[src/rtl/pd_seq_pkg.sv]
package pd_seq_pkg;

  // flag positions on the synchronised input bus
  localparam int F_ON    = 0;
  localparam int F_OFF   = 1;
  localparam int F_RTN   = 2;
  localparam int F_ENH   = 3;
  localparam int F_HOT   = 4;
  localparam int NFLAGS  = 5;

  typedef enum logic [2:0] {
    ST_OFF    = 3'd0,
    ST_INRUSH = 3'd1,
    ST_HOLD   = 3'd2,
    ST_POWER  = 3'd3,
    ST_HOT    = 3'd4
  } seq_state_t;

  typedef enum logic [1:0] {
    LIM_OFF    = 2'b00,
    LIM_INRUSH = 2'b01,
    LIM_NORMAL = 2'b10,
    LIM_FOLD   = 2'b11
  } lim_code_t;

  // limit code chosen from the state and the return-node flag
  function automatic lim_code_t pick_limit(seq_state_t st, logic rtn_hi);
    case (st)
      ST_INRUSH:         pick_limit = rtn_hi ? LIM_FOLD : LIM_INRUSH;
      ST_HOLD, ST_POWER: pick_limit = rtn_hi ? LIM_FOLD : LIM_NORMAL;
      default:           pick_limit = LIM_OFF;
    endcase
  endfunction

endpackage

[src/rtl/pd_seq_sync.sv]
module pd_seq_sync #(
  parameter int WIDTH = 1
) (
  input  logic             clk,
  input  logic             rst_n,
  input  logic [WIDTH-1:0] d_async,
  output logic [WIDTH-1:0] q_sync
);

  for (genvar g = 0; g < WIDTH; g++) begin : g_bit
    logic meta_q, stab_q;
    always_ff @(posedge clk or negedge rst_n) begin
      if (!rst_n) begin
        meta_q <= 1'b0;
        stab_q <= 1'b0;
      end else begin
        meta_q <= d_async[g];
        stab_q <= meta_q;
      end
    end
    assign q_sync[g] = stab_q;
  end

endmodule

[src/rtl/pd_seq_tick.sv]
module pd_seq_tick #(
  parameter int PRESCALE = 250
) (
  input  logic clk,
  input  logic rst_n,
  output logic tick
);

  if (PRESCALE <= 1) begin : g_every
    assign tick = 1'b1;
  end else begin : g_div
    localparam int PW = $clog2(PRESCALE);
    localparam logic [PW-1:0] LAST = PW'(PRESCALE - 1);
    logic [PW-1:0] div_q;
    always_ff @(posedge clk or negedge rst_n) begin
      if (!rst_n)            div_q <= '0;
      else if (div_q == LAST) div_q <= '0;
      else                   div_q <= div_q + 1'b1;
    end
    assign tick = (div_q == LAST);
  end

endmodule

[src/rtl/pd_seq_timer.sv]
module pd_seq_timer #(
  parameter int LIMIT = 75
) (
  input  logic clk,
  input  logic rst_n,
  input  logic clear,
  input  logic tick,
  output logic done
);

  localparam int CW = $clog2(LIMIT + 1);
  localparam logic [CW-1:0] TOP = CW'(LIMIT);

  logic [CW-1:0] cnt_q;

  // saturating tick counter step
  function automatic logic [CW-1:0] step(logic [CW-1:0] c, logic t);
    step = (t && c != TOP) ? c + 1'b1 : c;
  endfunction

  always_ff @(posedge clk or negedge rst_n) begin
    if (!rst_n)     cnt_q <= '0;
    else if (clear) cnt_q <= '0;
    else            cnt_q <= step(cnt_q, tick);
  end

  assign done = (cnt_q == TOP);

endmodule

[src/rtl/pd_pwr_seq.sv]
module pd_pwr_seq
  import pd_seq_pkg::*;
#(
  parameter int PRESCALE       = 250,
  parameter int DEGLITCH_TICKS = 75,
  parameter int PG_TICKS       = 96000
) (
  input  logic       clk,
  input  logic       rst_n,
  input  logic       vin_above_on,
  input  logic       vin_below_off,
  input  logic       rtn_high,
  input  logic       sw_enhanced,
  input  logic       over_temp,
  output logic       sw_en,
  output logic [1:0] ilim_sel,
  output logic       pg_pull_low
);

  logic [NFLAGS-1:0] raw_flags, s_flags;
  logic tick, dg_done, pg_done, enter_inrush;
  logic on_s, below_s, rtn_s, enh_s, ot_s;
  seq_state_t state_q, state_d;

  assign raw_flags[F_ON]  = vin_above_on;
  assign raw_flags[F_OFF] = vin_below_off;
  assign raw_flags[F_RTN] = rtn_high;
  assign raw_flags[F_ENH] = sw_enhanced;
  assign raw_flags[F_HOT] = over_temp;

  pd_seq_sync #(.WIDTH(NFLAGS)) u_sync (
    .clk(clk), .rst_n(rst_n), .d_async(raw_flags), .q_sync(s_flags)
  );

  assign on_s    = s_flags[F_ON];
  assign below_s = s_flags[F_OFF];
  assign rtn_s   = s_flags[F_RTN];
  assign enh_s   = s_flags[F_ENH];
  assign ot_s    = s_flags[F_HOT];

  pd_seq_tick #(.PRESCALE(PRESCALE)) u_tick (
    .clk(clk), .rst_n(rst_n), .tick(tick)
  );

  // under-voltage deglitch: ticks counted while the input stays low
  pd_seq_timer #(.LIMIT(DEGLITCH_TICKS)) u_deglitch (
    .clk(clk), .rst_n(rst_n), .clear(!below_s), .tick(tick), .done(dg_done)
  );

  // power-good hold-off: restarted on every inrush entry
  pd_seq_timer #(.LIMIT(PG_TICKS)) u_pg_hold (
    .clk(clk), .rst_n(rst_n), .clear(enter_inrush), .tick(tick), .done(pg_done)
  );

  always_comb begin
    state_d = state_q;
    case (state_q)
      ST_OFF:
        if (on_s && !ot_s) state_d = ST_INRUSH;
      ST_INRUSH, ST_HOLD, ST_POWER: begin
        if (dg_done)      state_d = ST_OFF;
        else if (ot_s)    state_d = ST_HOT;
        else if (state_q == ST_INRUSH && enh_s) state_d = ST_HOLD;
        else if (state_q == ST_HOLD && pg_done) state_d = ST_POWER;
      end
      ST_HOT:
        if (!ot_s) state_d = dg_done ? ST_OFF : ST_INRUSH;
      default: state_d = ST_OFF;
    endcase
  end

  assign enter_inrush = (state_d == ST_INRUSH) && (state_q != ST_INRUSH);

  always_ff @(posedge clk or negedge rst_n) begin
    if (!rst_n) state_q <= ST_OFF;
    else        state_q <= state_d;
  end

  assign sw_en       = (state_q == ST_INRUSH) || (state_q == ST_HOLD) || (state_q == ST_POWER);
  assign ilim_sel    = pick_limit(state_q, rtn_s);
  assign pg_pull_low = (state_q != ST_POWER);

  // ---------------- assertions ----------------
  AST_EXIT_HAS_CAUSE: assert property (@(posedge clk) disable iff (!rst_n)
    $fell(sw_en) |-> $past(dg_done || ot_s));
  AST_CLOSE_AT_INRUSH: assert property (@(posedge clk) disable iff (!rst_n)
    $rose(sw_en) |-> (ilim_sel != 2'b10));
  AST_HOT_OPENS: assert property (@(posedge clk) disable iff (!rst_n)
    ot_s |=> !sw_en);
  AST_PG_WAITS_TIMER: assert property (@(posedge clk) disable iff (!rst_n)
    !pg_done |-> pg_pull_low);
  AST_RESTART_CLEARS: assert property (@(posedge clk) disable iff (!rst_n)
    enter_inrush |=> !pg_done);

endmodule

[config.mk]
export PLATFORM = sky130hd
export DESIGN_NAME = pd_pwr_seq
export DESIGN_NICKNAME = d
export VERILOG_FILES = /design/src/rtl/pd_seq_pkg.sv /design/src/rtl/pd_seq_sync.sv /design/src/rtl/pd_seq_tick.sv /design/src/rtl/pd_seq_timer.sv /design/src/rtl/pd_pwr_seq.sv
export SDC_FILE = /design/constraint.sdc
export NUM_CORES = 1
export LEC_CHECK = 0
export CAP_MARGIN = 5
export CORE_MARGIN = 2
export CORE_UTILIZATION = 59
export DETAILED_ROUTE_END_ITERATION = 10
export GPL_TIMING_DRIVEN = 0
export HOLD_SLACK_MARGIN = 0.1
export PLACE_DENSITY_LB_ADDON = 0.1
export SLEW_MARGIN = 0
export SYNTH_ARGS = -nofsm -noshare
export SYNTH_HDL_FRONTEND = slang
export SYNTH_SLANG_ARGS = --single-unit
[constraint.sdc]
create_clock -name clk -period 2.45 [get_ports clk]
set_input_delay 0.735 -clock clk [delete_from_list [all_inputs] [get_ports clk]]
set_output_delay 0.735 -clock clk [all_outputs]
set_load 0.03 [all_outputs]
==> parameters.txt <==
Parameter                              Value

Cells and area
  Area Overhead vs Synth ... 13.1%
  Fraction of layout cells with a size suffix above 1 ... 0.128
  Commonest cells after routing, fill and taps aside ... 45 x sky130_fd_sc_hd__dfrtp_1, 18 x sky130_fd_sc_hd__nor2_1, 15 x sky130_fd_sc_hd__xor2_1
  Ant diodes ... 0
  Core utilization of the finished layout ... 0.687
  Nets ... 239
  Area taken by multi-input logic gates ... 0.00100 mm^2
  Area taken by flip-flops and latches ... 0.00113 mm^2
  Fill cell total of the finished layout ... 287
  Commonest non-fill, non-tap cell in the layout ... sky130_fd_sc_hd__dfrtp_1
  Post-route cell area ... 0.00248 mm^2

Min path
  Worst Hold Class ... register to register

Clock tree
  Post-CTS setup buffer count ... 0
  Max clock buf depth ... 2
  TritonCTS Sinks ... 45
  Clock-pin slew reported for the worst setup and hold paths after clock tree synthesis ... 0.08 ns
  H-tree levels ... 2
  TritonCTS Buffers ... 5
  Later-pin clock latency in the skew report ... 0.30 ns
  TritonCTS clock tree ... yes
  Buffer cell driving the clock tree root ... sky130_fd_sc_hd__clkbuf_8

Global route
  Gr ovfl total ... 0
  Global-route wire length before repair ... 7.65 mm
  Met2 Track Usage GR ... 0.403
  Number of global-route vias before repair ... 1652
  Total global routing track utilization ... 0.244
  Met1 Use GR ... 0.302
  Largest net degree at the start of global routing ... 26
  Initial antenna violation count ... 0
  Global-route layer with the greatest usage ... met2
  Met3 usage ... 0.0729

Die
  Die width ... 64.9 um
  Total die area ... 0.00421 mm^2
  Std cell rows ... 22
  Placeable core region ... 0.00361 mm^2
  Die Ht ... 64.9 um
  Initial Util ... 0.607
  I/O pin count ... 11

Synth
  Synth Register Bits ... 45
  Gate count after technology mapping ... 209
  Synthesized area per cell ... 10.5 um^2
  Synth warnings ... 0
  Sequential element share of the synthesized area ... 0.514
  Mapped Area ... 0.00219 mm^2
  Count of cell types in the netlist ... 40
  Net count of the mapped netlist ... 221

Routing
  Total wire length after detailed routing ... 4.33 mm
  Number of DRC markers in iteration 0 ... 157
  Average wire per cell in the routed design ... 15.7 um
  Vias per Instance ... 5.83
  Post-route DRC ... 0
  Routed via count ... 1603
  Number of detailed-route iterations in the first pass ... 4
  Residual antenna-violating net count after detailed routing ... 0

Worst setup path
  WP data required ... 1.71 ns
  WP data arrival ... 1.56 ns
  Kind of end point of the critical path ... output port
  List of cells traversed by the critical path ... clkbuf_2 -> nor2_1 -> nor2_2 -> dlygate4sd2_1
  Critical setup path kind ... register to output port
  Category of cells accounting for the largest share of critical-path delay ... buffers and inverters
  Slowest-stage cell, CP ... sky130_fd_sc_hd__dlygate4sd2_1
  Worst-path maximum fanout ... 8
  Count of buffer and inverter cells on the critical path ... 2
  Setup slack, reg-to-reg ... 0.31 ns
  Critical Path Max Stage Delay ... 0.43 ns
  CP Launch Type ... register

Power and ir drop
  Worst vdd ir ... 0.000421 V
  Switching power ... 407 uW
  Portion of total power attributed to combinational logic ... 0.146
  Ratio of total power to cell area ... 624 mW/mm^2
  Internal ... 1140 uW
  Lkg Pwr ... 0.00110 uW
  Sequential share of power ... 0.507
  Switching fraction of total power ... 0.263
  Fraction of power consumed by the clock network ... 0.348

Timing
  Worst slew margin relative to its limit ... 0.661
  Number of hold violations in the final report ... 0
  Final count of pins violating max slew ... 0
  Post-layout minimum cycle time ... 2.30 ns
  Number of setup violations in the final report ... 0
  Unrepaired setup endpoints after global routing ... false
  Final cycle utilization of the critical path ... 0.938
  Final setup skew ... 0.00908 ns
  Slew at the pin with the worst max-slew slack ... 0.509 ns
  Peak clock frequency supported by timing ... 435 MHz

Placement
  Placer congestion estimate ... 0.829
  Quantity of I/O buffers inserted on ports ... 10
  Cell area after placement ... 0.00237 mm^2
  Placed wire-length estimate after detailed placement ... 3.00 mm

Run
  Number of max-cap violations ... 0

Outcome
  Outcome ... finished clean
==> cell usage after synthesis <==
library cell                instances  area (um^2)
sky130_fd_sc_hd__a311oi_1           1         8.76
sky130_fd_sc_hd__nand3_1           12         60.1
sky130_fd_sc_hd__nand4_1           11         68.8
sky130_fd_sc_hd__nand4b_1           1         8.76
sky130_fd_sc_hd__xor2_1            15          131
sky130_fd_sc_hd__clkbuf_2           1         5.00
sky130_fd_sc_hd__nor4_2             1         12.5
sky130_fd_sc_hd__nor4b_1            1         8.76
sky130_fd_sc_hd__buf_6              1         11.3
sky130_fd_sc_hd__o21ai_0            5         25.0
sky130_fd_sc_hd__o41a_1             1         11.3
sky130_fd_sc_hd__nand2b_1           1         6.26
sky130_fd_sc_hd__xnor2_1           10         87.6
sky130_fd_sc_hd__mux2i_1            1         10.0
sky130_fd_sc_hd__inv_1              7         26.3
sky130_fd_sc_hd__nor2b_1            2         12.5
sky130_fd_sc_hd__o211ai_1           2         15.0
sky130_fd_sc_hd__and4_2             1         10.0
sky130_fd_sc_hd__nor2_2            10         62.6
sky130_fd_sc_hd__and4_1             1         8.76
sky130_fd_sc_hd__buf_2              3         15.0
sky130_fd_sc_hd__nor3_1             1         5.00
sky130_fd_sc_hd__nor4_1             4         25.0
sky130_fd_sc_hd__and3_1             6         37.5
sky130_fd_sc_hd__nor4_4             1         21.3
sky130_fd_sc_hd__a22oi_1            1         7.51
sky130_fd_sc_hd__or3_1              2         12.5
sky130_fd_sc_hd__o31ai_1            1         7.51
sky130_fd_sc_hd__a22o_1             1         8.76
sky130_fd_sc_hd__a21boi_0           2         15.0
sky130_fd_sc_hd__nor3b_1            1         7.51
sky130_fd_sc_hd__clkbuf_1           2         7.51
sky130_fd_sc_hd__a31oi_1            1         6.26
sky130_fd_sc_hd__ha_1               5         62.6
sky130_fd_sc_hd__o2111ai_1          4         35.0
sky130_fd_sc_hd__and2_1            11         68.8
sky130_fd_sc_hd__nand2_1            9         33.8
sky130_fd_sc_hd__nor2_1            19         71.3
sky130_fd_sc_hd__a21oi_1            5         25.0
sky130_fd_sc_hd__dfrtp_1           45         1130
==> sequential cells by signal, indices dropped and copies added (netlist names) <==
name                 cells
u_pg_hold.cnt_q         17
u_sync.g_bit.meta_q      5
u_tick.g_div.div_q       8
state_q                  3
u_deglitch.cnt_q         7
u_sync.g_bit.stab_q      5
==> routing by layer <==
metal	wire length, um	vias up
met5	0	-
met4	68	0
li1	-	761
met2	2200	42
met3	200	6
met1	1860	794
==> cells by family (layout without fill, tap and decap cells) <==
kind of cell | count (synthesis) | after routing | synth area share
AO/OA/AOI/OAI | 24 | 24 | 0.0754
XOR/XNOR | 25 | 25 | 0.100
multiplexers | 1 | 1 | 0.00457
AND/OR/NAND/NOR | 95 | 95 | 0.247
adder cells (fa/ha/maj) | 5 | 5 | 0.0286
flip-flops | 45 | 45 | 0.514
buffers and inverters | 14 | 32 | 0.0297
==> metrics by stage <==
stage	hold WS, ns	power [uW]	setup TNS (ns)	cells	setup WS [ns]
floorplan	0.331	942	0	209	0.0174
CTS	0.356	1560	0	275	0.00143
global placement	0.333	1020	-19.83	267	-0.442
detailed placement	0.337	1030	-0.0762	268	-0.0762
finish	0.354	1550	0	275	0.152
global route	0.363	1620	0	275	0.0459
==> repair_timing <==
| item | CTS | global route |
|---|---|---|
| setup endpoints to repair | 2 | 3 |
| gates resized for setup | 4 | 3 |
| hold buffers | 0 | 0 |
==> power groups by stage <==
stage / sequential, uW / combinational (uW) / clock (uW)
global placement: 795 / 224 / 0
global route: 787 / 249 / 584
finish: 784 / 225 / 538
CTS: 784 / 232 / 549
detailed placement: 797 / 236 / 0
floorplan: 791 / 152 / 0
==> path summary, 6_finish.rpt <==
check,to,cells after the start,start
max,sw_en,4,state_q[1]
min,u_sync.g_bit[0].stab_q,0,u_sync.g_bit[0].meta_q
max reg2reg,u_pg_hold.cnt_q[11],8,u_pg_hold.cnt_q[0]
min reg2reg,u_sync.g_bit[0].stab_q,0,u_sync.g_bit[0].meta_q
max in group asynchronous,u_pg_hold.cnt_q[15],2,rst_n
min in group asynchronous,u_deglitch.cnt_q[6],1,rst_n
==> cell type report <==
| cell class | count | share of cell area |
|---|---|---|
| inverter | 7 | 0.0106 |
| buffer | 7 | 0.0157 |
| clock inverter | 2 | 0.0141 |
| sequential | 45 | 0.455 |
| multi-input combinational | 150 | 0.404 |
| tap | 48 | 0.0242 |
| clock buffer | 5 | 0.0278 |
| timing repair buffer | 11 | 0.0490 |
(Power assumes the default switching activity.)
